**src/rtl/nt_mirror_pkg.sv**
```systemverilog
package nt_mirror_pkg;

  typedef enum logic [1:0] {
    MIR_FOUR = 2'd0,
    MIR_VERT = 2'd1,
    MIR_HORZ = 2'd2
  } mirror_e;

  // Decode a configuration byte; the four-screen bit outranks the vertical bit.
  function automatic mirror_e cfg_to_mode(input logic [7:0] b, input int four_bit,
                                          input int vert_bit);
    logic four_req;
    logic vert_req;
    four_req = 1'b0;
    vert_req = 1'b0;
    for (int i = 0; i < 8; i++) begin
      if (i == four_bit) four_req = b[i];
      if (i == vert_bit) vert_req = b[i];
    end
    if (four_req)      return MIR_FOUR;
    else if (vert_req) return MIR_VERT;
    else               return MIR_HORZ;
  endfunction

  function automatic mirror_e strap_to_mode(input logic [1:0] s);
    case (s)
      2'd1:    return MIR_VERT;
      2'd2:    return MIR_HORZ;
      default: return MIR_FOUR;
    endcase
  endfunction

  // Effective nametable address: dropped bits are forced to 0.
  // Vertical uses A11 AND NOT A13 so pattern-range addresses keep A11.
  function automatic logic [11:0] remap_addr(input logic [13:0] a, input mirror_e m);
    logic [11:0] r;
    r = a[11:0];
    case (m)
      MIR_VERT: r[11] = a[11] & ~a[13];
      MIR_HORZ: r[10] = 1'b0;
      default:  r = a[11:0];
    endcase
    return r;
  endfunction

endpackage

```
**src/rtl/mirror_mode_sel.sv**
```systemverilog
module mirror_mode_sel
  import nt_mirror_pkg::*;
#(
  parameter int CFG_W    = 8,
  parameter int FOUR_BIT = 3,
  parameter int VERT_BIT = 0
) (
  input  logic             clk,
  input  logic             rst_n,
  input  logic [CFG_W-1:0] cfg_byte,
  input  logic             cfg_load,
  input  logic             strap_sel,
  input  logic [1:0]       strap_mode,
  output mirror_e          mode_o
);

  mirror_e latched_q;
  mirror_e cfg_mode;
  mirror_e strap_m;

  assign cfg_mode = cfg_to_mode(cfg_byte[7:0], FOUR_BIT, VERT_BIT);
  assign strap_m  = strap_to_mode(strap_mode);

  always_ff @(posedge clk or negedge rst_n) begin
    if (!rst_n)        latched_q <= MIR_FOUR;
    else if (cfg_load) latched_q <= cfg_mode;
  end

  assign mode_o = strap_sel ? strap_m : latched_q;

  // latched mode only moves on a load strobe
  a_r8_hold_without_load: assert property (@(posedge clk) disable iff (!rst_n)
    !cfg_load |=> $stable(latched_q));

  // the strap never disturbs the latched mode
  a_r9_strap_keeps_latch: assert property (@(posedge clk) disable iff (!rst_n)
    (strap_sel && !cfg_load) |=> $stable(latched_q));

endmodule

```
**src/rtl/ppu_region_dec.sv**
```systemverilog
module ppu_region_dec #(
  parameter int ADDR_W = 14
) (
  input  logic              clk,
  input  logic              rst_n,
  input  logic [ADDR_W-1:0] addr,
  input  logic              rd,
  input  logic              wr,
  output logic              pat_hit,
  output logic              nt_hit
);

  localparam int NT_BIT = ADDR_W - 1;

  logic access;
  logic palette_zone;

  assign access       = rd | wr;
  assign palette_zone = &addr[ADDR_W-1:8];
  assign pat_hit      = access & ~addr[NT_BIT];
  assign nt_hit       = access & addr[NT_BIT] & ~palette_zone;

  // one device at a time
  a_r2_one_select: assert property (@(posedge clk) disable iff (!rst_n)
    $onehot0({pat_hit, nt_hit}));

  // idle bus selects nothing
  a_r3_idle_quiet: assert property (@(posedge clk) disable iff (!rst_n)
    !(rd || wr) |-> (!pat_hit && !nt_hit));

endmodule

```
**src/rtl/nt_addr_remap.sv**
```systemverilog
module nt_addr_remap
  import nt_mirror_pkg::*;
#(
  parameter int ADDR_W = 14,
  parameter int NT_AW  = 12
) (
  input  logic              clk,
  input  logic              rst_n,
  input  logic [ADDR_W-1:0] addr,
  input  mirror_e           mode,
  output logic [NT_AW-1:0]  ram_addr
);

  assign ram_addr = remap_addr(addr, mode);

  // four-screen passes the low bits through
  a_r4_four_pass: assert property (@(posedge clk) disable iff (!rst_n)
    (mode == MIR_FOUR) |-> (ram_addr == addr[NT_AW-1:0]));

  // vertical drops A11 for nametable-range addresses only
  a_r5_vert_a11_low: assert property (@(posedge clk) disable iff (!rst_n)
    (mode == MIR_VERT && addr[ADDR_W-1]) |-> (ram_addr[11] == 1'b0 && ram_addr[10:0] == addr[10:0]));

  // horizontal drops A10 and keeps A11
  a_r6_horz_a10_low: assert property (@(posedge clk) disable iff (!rst_n)
    (mode == MIR_HORZ) |-> (ram_addr[10] == 1'b0 && ram_addr[11] == addr[11]));

endmodule

```
**src/rtl/nt_mirror_ctrl.sv**
```systemverilog
module nt_mirror_ctrl
  import nt_mirror_pkg::*;
#(
  parameter int ADDR_W   = 14,
  parameter int NT_AW    = 12,
  parameter int CFG_W    = 8,
  parameter int FOUR_BIT = 3,
  parameter int VERT_BIT = 0
) (
  input  logic              clk,
  input  logic              rst_n,
  input  logic [ADDR_W-1:0] ppu_addr,
  input  logic              ppu_rd,
  input  logic              ppu_wr,
  input  logic [CFG_W-1:0]  cfg_byte,
  input  logic              cfg_load,
  input  logic              strap_sel,
  input  logic [1:0]        strap_mode,
  output logic [NT_AW-1:0]  ram_addr,
  output logic              ram_cs,
  output logic              pat_sel,
  output logic [ADDR_W-2:0] pat_addr
);

  mirror_e mode_w;
  logic    pat_hit_w;
  logic    nt_hit_w;

  mirror_mode_sel #(.CFG_W(CFG_W), .FOUR_BIT(FOUR_BIT), .VERT_BIT(VERT_BIT)) u_mode (
    .clk(clk), .rst_n(rst_n), .cfg_byte(cfg_byte), .cfg_load(cfg_load),
    .strap_sel(strap_sel), .strap_mode(strap_mode), .mode_o(mode_w)
  );

  ppu_region_dec #(.ADDR_W(ADDR_W)) u_region (
    .clk(clk), .rst_n(rst_n), .addr(ppu_addr), .rd(ppu_rd), .wr(ppu_wr),
    .pat_hit(pat_hit_w), .nt_hit(nt_hit_w)
  );

  nt_addr_remap #(.ADDR_W(ADDR_W), .NT_AW(NT_AW)) u_remap (
    .clk(clk), .rst_n(rst_n), .addr(ppu_addr), .mode(mode_w), .ram_addr(ram_addr)
  );

  assign ram_cs   = nt_hit_w;
  assign pat_sel  = pat_hit_w;
  assign pat_addr = ppu_addr[ADDR_W-2:0];

  // pattern accesses see raw address lines and never the RAM
  a_r1_pattern_raw: assert property (@(posedge clk) disable iff (!rst_n)
    pat_sel |-> (!ram_cs && pat_addr == ppu_addr[ADDR_W-2:0]));

endmodule

```
**config.mk**
```make
export PLATFORM = sky130hd
export DESIGN_NAME = nt_mirror_ctrl
export DESIGN_NICKNAME = d
export VERILOG_FILES = /design/src/rtl/nt_mirror_pkg.sv /design/src/rtl/mirror_mode_sel.sv /design/src/rtl/ppu_region_dec.sv /design/src/rtl/nt_addr_remap.sv /design/src/rtl/nt_mirror_ctrl.sv
export SDC_FILE = /design/constraint.sdc
export NUM_CORES = 1
export LEC_CHECK = 0
export ABC_AREA = 1
export BUFFER_PORTS_ARGS = -buffer_cell sky130_fd_sc_hd__buf_2
export CORE_UTILIZATION = 24
export CTS_CLUSTER_DIAMETER = 150
export DETAILED_ROUTE_END_ITERATION = 16
export GPL_TIMING_DRIVEN = 1
export PLACE_DENSITY = 0.7
export REMOVE_ABC_BUFFERS = 1
export SYNTH_ARGS = -nofsm -noshare
export SYNTH_HDL_FRONTEND = slang
export SYNTH_SLANG_ARGS = --single-unit
```
**constraint.sdc**
```tcl
create_clock -name clk -period 0.9 [get_ports clk]
set_clock_uncertainty 0.05 [all_clocks]
set_input_delay 0.27 -clock clk [delete_from_list [all_inputs] [get_ports clk]]
set_output_delay 0.27 -clock clk [all_outputs]
set_load 0.02 [all_outputs]
```
==> results of run 1 <==
cells in the final DEF (no fill, tap or decap):
master         count
buf_8              1
nand3_1            3
a21oi_1            1
dlygate4sd3_1      1
nand2_1            4
buf_4              7
inv_1              6
inv_2              1
dfrtp_1            2
a21boi_2           1
nor2_1             4
o21ai_2            2
buf_6              6
nor2_4             1
nand2_2            5
o22ai_1            1
buf_2             16
clkbuf_4           3
Yosys cell counts:
master | number | area [sq um]
dfrtp_1 | 2 | 50.1
nor2_1 | 5 | 18.8
inv_1 | 7 | 26.3
nand3_1 | 3 | 15.0
a21boi_2 | 1 | 11.3
a21oi_1 | 1 | 5.00
o21ai_0 | 2 | 10.0
o22ai_1 | 1 | 6.26
buf_4 | 23 | 173
nand2_2 | 1 | 6.26
nand2_1 | 8 | 30.0
final cells by class:
class	count	area share (%)
Clock buffer	3	4.79
Multi-Input combinational cell	22	27.1
Tap cell	15	3.99
Inverter	7	5.59
Timing Repair Buffer	31	47.9
Sequential cell	2	10.6
kinds of logic after synthesis:
kind of cell,Yosys count,synth area share (%)
and+or+nand+nor,17,19.9
DFF,2,14.2
buffers and inverters,30,56.6
AOI/OAI and AO/OA,5,9.25
per-stage QoR:
stage	worst slack [ns]	utilization [%]	total power, mW
detailed placement	-0.277	25.1	0.262
global route	-0.523	35.3	0.585
finish	-0.441	35.3	0.524
floorplan	-0.254	-	0.160
global placement	-0.275	25.1	0.260
CTS	-0.455	32.0	0.507
metal layers:
metal | vias to the layer above | global-route usage, %
li1 | 164 | -
met1 | 142 | 9.18
met2 | 32 | 11.3
met3 | 2 | 13.3
met4 | 0 | 12.5
met5 | - | 0
how the worst min path moves through the flow:
stage,depth (start not counted),from,to
after global placement,1,rst_n,u_mode.latched_q[0]$_DFFE_PN0P_
after floorplan,0,rst_n,u_mode.latched_q[0]$_DFFE_PN0P_
after global routing,2,cfg_byte[0],u_mode.latched_q[1]$_DFFE_PN0P_
after detailed placement,1,rst_n,u_mode.latched_q[0]$_DFFE_PN0P_
after CTS,2,cfg_byte[0],u_mode.latched_q[1]$_DFFE_PN0P_
final,2,cfg_byte[0],u_mode.latched_q[1]$_DFFE_PN0P_
power groups by stage:
stage / logic (mW) / registers (mW) / clock network [mW]
3_3_place_gp: 0.158 / 0.101 / 0
5_1_grt: 0.241 / 0.102 / 0.242
6_report: 0.224 / 0.102 / 0.198
4_1_cts: 0.197 / 0.101 / 0.208
2_1_floorplan: 0.0591 / 0.101 / 0
3_5_place_dp: 0.161 / 0.102 / 0
worst max-delay path: cells and delay by family, from the launching register on:
| kind | cells | cell delay (ns) |
|---|---|---|
| flops | 1 | 0.36 |
| buf+inv | 2 | 0.20 |
| simple gates | 4 | 0.22 |
repair_timing:
| item | in CTS | in global routing |
|---|---|---|
| endpoints found under the setup margin | 4 | 5 |
| hold endpoints to repair | 2 | 0 |
| gates resized for setup | 11 | 12 |
| pin swaps | 8 | 7 |
| buffers inserted | 2 | 1 |
| hold buffers | 1 | 0 |
| cloned | 0 | 0 |
==> summary.md, run 1 <==
| Metric | Value |
|---|---|
| Fraction of layout cells with a size suffix above 1 | 66.2% |
| Setup TNS | -1.07 ns |
| Maximum clock rate | 746 MHz |
| Grt total ovfl | 0 |
| Worst hold margin | 0.197 ns |
| Cell variety after synth | 11 |
| Sw Ratio | 31.3% |
| Slew @ Worst Pin | 0.130 ns |
| DRC viols | 0 |
| Worst setup path endpoint | ram_addr[11] |
| Largest register FFs | 2 |
| NetSw | 0.164 mW |
| Area delta synth->final | 33.8% |
| Failing checks | negative setup slack |
| CP max-delay cell | dfrtp_1 |
| Reg clk slew, reported paths | 0.03 ns |
| Worst flop-to-flop path startpoint | u_mode.latched_q[1]$_DFFE_PN0P_ |
| DR top layer | met4 |
| Initial Util | 26.4% |
| GPL Wtd Cong | 0.555 |
| First-pass GRT wire length | 1060 microns |
| Area of the multi-input gates | 128 sq um |
| Clock Sinks | 2 |
| Non-Filler Instances | 80 |
| Reg2reg setup slack | -0.01 ns |
| Wirelength, routed | 881 microns |
| Outcome | finished with violations |
| DP Cell Count | 73 |
| Number of warnings issued by yosys | 0 |
| H-tree depth | 1 |
| Design area | 470 sq um |
| Final Critical Period | 1.34 ns |
| I/O pin count | 57 |
| Drt wl/cell | 11.0 microns |
| RSZ-0062 raised after global routing | yes |
| Count of standard-cell rows | 13 |
| First-pass DRT Iterations | 1 |
| Int Power | 0.360 mW |
| Slowest stage delay, CP | 0.36 ns |
| CTS root buf | clkbuf_4 |
| Fin worst setup slack | -0.441 ns |
| Vias in the first global route | 241 |
| CP endpoint kind | output pin |
| Clk network pwr share | 37.7% |
| Die width | 40.3 microns |
| Final Hold Viols | 0 |
| Largest net degree at the start of global routing | 5 |
| Register area share after synthesis | 14.2% |
| Placement Cell Area | 335 sq um |
| Met3 wire len | 134 microns |
| Pleak | 0.270 nW |
| Final HPWL DP | 608 microns |
| Top flop regs | u_mode.latched_q x2 |
| Core Area | 1330 sq um |
| Post-synthesis cell area | 352 sq um |
| Initial antenna violation count | 0 |
| Crit share post-route | 149% |
| DR WL met2 | 457 microns |
| Crit path launch | u_mode.latched_q[0]$_DFFE_PN0P_ |
| VDD IR max | 0.000585 V |
| WS Path Type | reg -> out |
| Worst R2R Path Depth | 4 |
| Routed via count | 340 |
| Syn Inst Count | 54 |
| Global Route Usage Sum | 10.8% |
| FF+latch area | 50.0 sq um |
| Port buffer count | 26 |
| # diodes | 0 |
| Crit path DAT | 1.02 ns |
| Req. time, crit path | 0.58 ns |
| Flop pwr share | 19.5% |
| Setup crit start kind | flip-flop |
| Nets | 97 |
| HP Class | in -> reg |
| Full die area | 1620 sq um |
| Max-slew violation count | 0 |
| CTS tree | yes |
| Slew Limit Headroom | 91.3% |
| M1 wire length | 272 microns |
| Bufs on Longest Clock Path | 2 |
| Cell breakdown of the critical path | inv_2 > nand2_2 > nand2_2 > nor2_1 > nor2_1 > buf_4 |
| Total CTS buffers | 3 |
| Max FO, Critical Path | 2 |
| Avg Cell Area, Syn | 6.51 sq um |
| Logic pwr share | 42.8% |
| R2R Path End | u_mode.latched_q[1]$_DFFE_PN0P_ |
| Yosys reg bits | 2 |
| DRT antenna net count | 0 |
| Max cap viols | 0 |
| Fillers | 157 |
| First DRT Iteration DRCs | 0 |
| Via-to-Cell Ratio | 4.25 |
| Clock latency on the worst-skew pair | 0.22 ns |
| Largest Register | u_mode.latched_q |
| Final Setup Violations | 5 |
| PwrDens | 1110 nW/um^2 |
| Die height | 40.3 microns |
(Power assumes the default switching activity.)
==> run 2: changes to the inputs <==
--- a/config.mk
+++ b/config.mk
@@ -6,12 +6,13 @@
 export NUM_CORES = 1
 export LEC_CHECK = 0
 export ABC_AREA = 1
-export BUFFER_PORTS_ARGS = -buffer_cell sky130_fd_sc_hd__buf_2
-export CORE_UTILIZATION = 24
+export CORE_AREA = 2 2 39 41
 export CTS_CLUSTER_DIAMETER = 150
 export DETAILED_ROUTE_END_ITERATION = 16
+export DIE_AREA = 0 0 41 43
+export DONT_BUFFER_PORTS = 1
 export GPL_TIMING_DRIVEN = 1
-export PLACE_DENSITY = 0.7
+export PLACE_DENSITY = 0.38
 export REMOVE_ABC_BUFFERS = 1
 export SYNTH_ARGS = -nofsm -noshare
 export SYNTH_HDL_FRONTEND = slang
==> run 2 against run 1 <==
- the run still ends with negative setup slack left
- via count shrank 28%
- combinational power fell by 53%
- non-clock buffer count decreased by 24
- clock power barely moved
- sequential power hardly changed
- worst hold slack got worse by 0.097 ns
- die area up 8.7%
- critical path depth stayed put
- sequential share of layout area grew 6.1 points
- register-to-register slack gained 0.12 ns
- critical path type unchanged
==> summary.md, run 2 (synthesis results as in run 1) <==
| Metric | Value |
|---|---|
| Outcome | finished with violations (unchanged) |
| Failing checks | negative setup slack (unchanged) |
| Largest net degree at the start of global routing | 5 (unchanged) |
| Bufs on Longest Clock Path | 2 (unchanged) |
| Nets | 73 (was 97) |
| DRT antenna net count | 0 (unchanged) |
| Setup TNS | -0.933 ns (was -1.07 ns) |
| Fraction of layout cells with a size suffix above 1 | 36.6% (was 66.2%) |
| Full die area | 1760 sq um (was 1620 sq um) |
| First-pass GRT wire length | 814 microns (was 1060 microns) |
| Leading cell type in the layout, fill and taps excluded | inv_1 (was buf_2) |
| Initial Util | 25.4% (was 26.4%) |
| CP endpoint kind | output pin (unchanged) |
| PwrDens | 1340 nW/um^2 (was 1110 nW/um^2) |
| Global Route Usage Sum | 6.63% (was 10.8%) |
| Vias in the first global route | 223 (was 241) |
| Max cap viols | 0 (unchanged) |
| Clock latency on the worst-skew pair | 0.22 ns (about the same) |
| Hold path startpoint | cfg_byte[0] (unchanged) |
| Slew @ Worst Pin | 0.200 ns (was 0.130 ns) |
| Via-to-Cell Ratio | 4.30 (was 4.25) |
| # diodes | 0 (unchanged) |
| RSZ-0062 raised after global routing | yes (unchanged) |
| Maximum clock rate | 732 MHz (was 746 MHz) |
| Fin worst setup slack | -0.466 ns (was -0.441 ns) |
| Non-Filler Instances | 57 (was 80) |
| Routed via count | 245 (was 340) |
| Commonest cells after routing, fill and taps aside | 7 x inv_1, 6 x buf_4, 5 x nor2_1, 4 x nand2_2, 4 x nand2_1 (was 16 x buf_2, 7 x buf_4, 6 x inv_1, 6 x buf_6, 5 x nand2_2) |
| Pleak | 0.164 nW (was 0.270 nW) |
| Count of standard-cell rows | 14 (was 13) |
| Wirelength, routed | 641 microns (was 881 microns) |
| Final total power | 0.401 mW (was 0.524 mW) |
| Drt wl/cell | 11.2 microns (was 11.0 microns) |
| DP Cell Count | 51 (was 73) |
| Reg2reg setup slack | 0.11 ns (was -0.01 ns) |
| Hold Path Sink | u_mode.latched_q[1]$_DFFE_PN0P_ (unchanged) |
| R2R Path End | u_mode.latched_q[1]$_DFFE_PN0P_ (unchanged) |
| DRC viols | 0 (unchanged) |
| CTS tree | yes (unchanged) |
| Max-slew violation count | 0 (unchanged) |
| Largest register FFs | 2 (unchanged) |
| Largest Register | u_mode.latched_q (unchanged) |
| Clock Sinks | 2 (unchanged) |
| Grt total ovfl | 0 (unchanged) |
| Reg clk slew, reported paths | 0.03 ns (about the same) |
| Worst R2R Path Depth | 3 (was 4) |
| Final Hold Viols | 0 (unchanged) |
| CTS root buf | clkbuf_4 (unchanged) |
| Setup crit start kind | flip-flop (unchanged) |
| Final Critical Period | 1.37 ns (was 1.34 ns) |
| Slew Limit Headroom | 86.6% (was 91.3%) |
| Setup WS pre-CTS | -0.224 ns (was -0.277 ns) |
| Final Setup Violations | 3 (was 5) |
| Req. time, crit path | 0.58 ns (about the same) |
| Crit path DAT | 1.05 ns (was 1.02 ns) |
| Final HPWL DP | 509 microns (was 608 microns) |
| Worst flop-to-flop path startpoint | u_mode.latched_q[1]$_DFFE_PN0P_ (unchanged) |
| Die width | 41 microns (was 40.3 microns) |
| H-tree depth | 1 (unchanged) |
| First DRT Iteration DRCs | 3 (was 0) |
| I/O pin count | 57 (unchanged) |
| Total CTS buffers | 3 (unchanged) |
| First-pass DRT Iterations | 2 (was 1) |
| Crit share post-route | 152% (was 149%) |
| Final core occ | 21.6% (was 35.3%) |
| HP Class | in -> reg (unchanged) |
| VDD IR max | 0.000596 V (was 0.000585 V) |
| GPL Wtd Cong | 0.573 (was 0.555) |
| Port buffer count | 0 (was 26) |
| Die height | 43 microns (was 40.3 microns) |
| Hold path depth | 1 (was 2) |
| Core Area | 1380 sq um (was 1330 sq um) |
| Max FO, Critical Path | 2 (unchanged) |
| Initial antenna violation count | 0 (unchanged) |
| Area delta synth->final | -14.9% (was 33.8%) |
| WS Path Type | reg -> out (unchanged) |
| Top flop regs | u_mode.latched_q x2 (unchanged) |
==> run 2: how the worst max path moves through the flow <==
stage	startpoint	end	cells past startpoint	slack (ns)
global placement	u_mode.latched_q[0]$_DFFE_PN0P_	ram_addr[11]	6	-0.22
CTS	u_mode.latched_q[1]$_DFFE_PN0P_	ram_addr[11]	5	-0.46
global route	u_mode.latched_q[1]$_DFFE_PN0P_	ram_addr[11]	5	-0.52
detailed placement	u_mode.latched_q[1]$_DFFE_PN0P_	ram_addr[11]	5	-0.22
floorplan	u_mode.latched_q[0]$_DFFE_PN0P_	ram_addr[11]	5	-0.25
finish	u_mode.latched_q[0]$_DFFE_PN0P_	ram_addr[11]	6	-0.47
==> run 2: timing repair <==
| action | 4_1_cts | 5_1_grt |
|---|---|---|
| gates resized for setup | 4 | 3 |
| setup endpoints to repair | 3 | 3 |
| pin swaps | 2 | 2 |
| buffers inserted | 0 | 2 |
| hold endpoints to repair | 2 | 0 |
| hold buffers | 1 | 0 |
==> run 2: final cells by class <==
class | instances | area (sq um)
Timing Repair Buffer | 7 | 55.1
Fill cell | 157 | 1080
Tap cell | 16 | 20.0
Inverter | 7 | 26.3
Clock buffer | 3 | 22.5
Sequential cell | 2 | 50.0
Multi-Input combinational cell | 22 | 125
==> run 2: worst max-delay path, cell delays in order (launching register included) <==
cell	delay [ns]
dfrtp_1	0.34
inv_1	0.06
nand2_1	0.06
nand2_2	0.09
nor2_1	0.05
nor2_1	0.08
buf_4	0.14
==> run 2: power breakdown <==
part	total (mW)	leakage, nW	internal (mW)	switching, mW
sequential	0.101	0.0260	0.0977	0.00330
combinational	0.106	0.124	0.0521	0.0536
clock	0.195	0.0138	0.147	0.0478
==> run 2: routing by layer <==
metal / track usage (%) / share of wire (%) / vias to the layer above
met5: 8.33 / 0 / -
met4: 2.00 / 0 / 0
met3: 12.0 / 26 / 0
met2: 5.94 / 46 / 35
met1: 6.11 / 28 / 94
li1: - / - / 116
==> run 2: through the flow <==
stage	cell area, sq um	hold slack [ns]
after detailed placement	229	-0.0755
after CTS	272	0.0916
after global routing	299	0.106
after floorplan	179	-0.0756
final	299	0.0994
after global placement	229	-0.0755
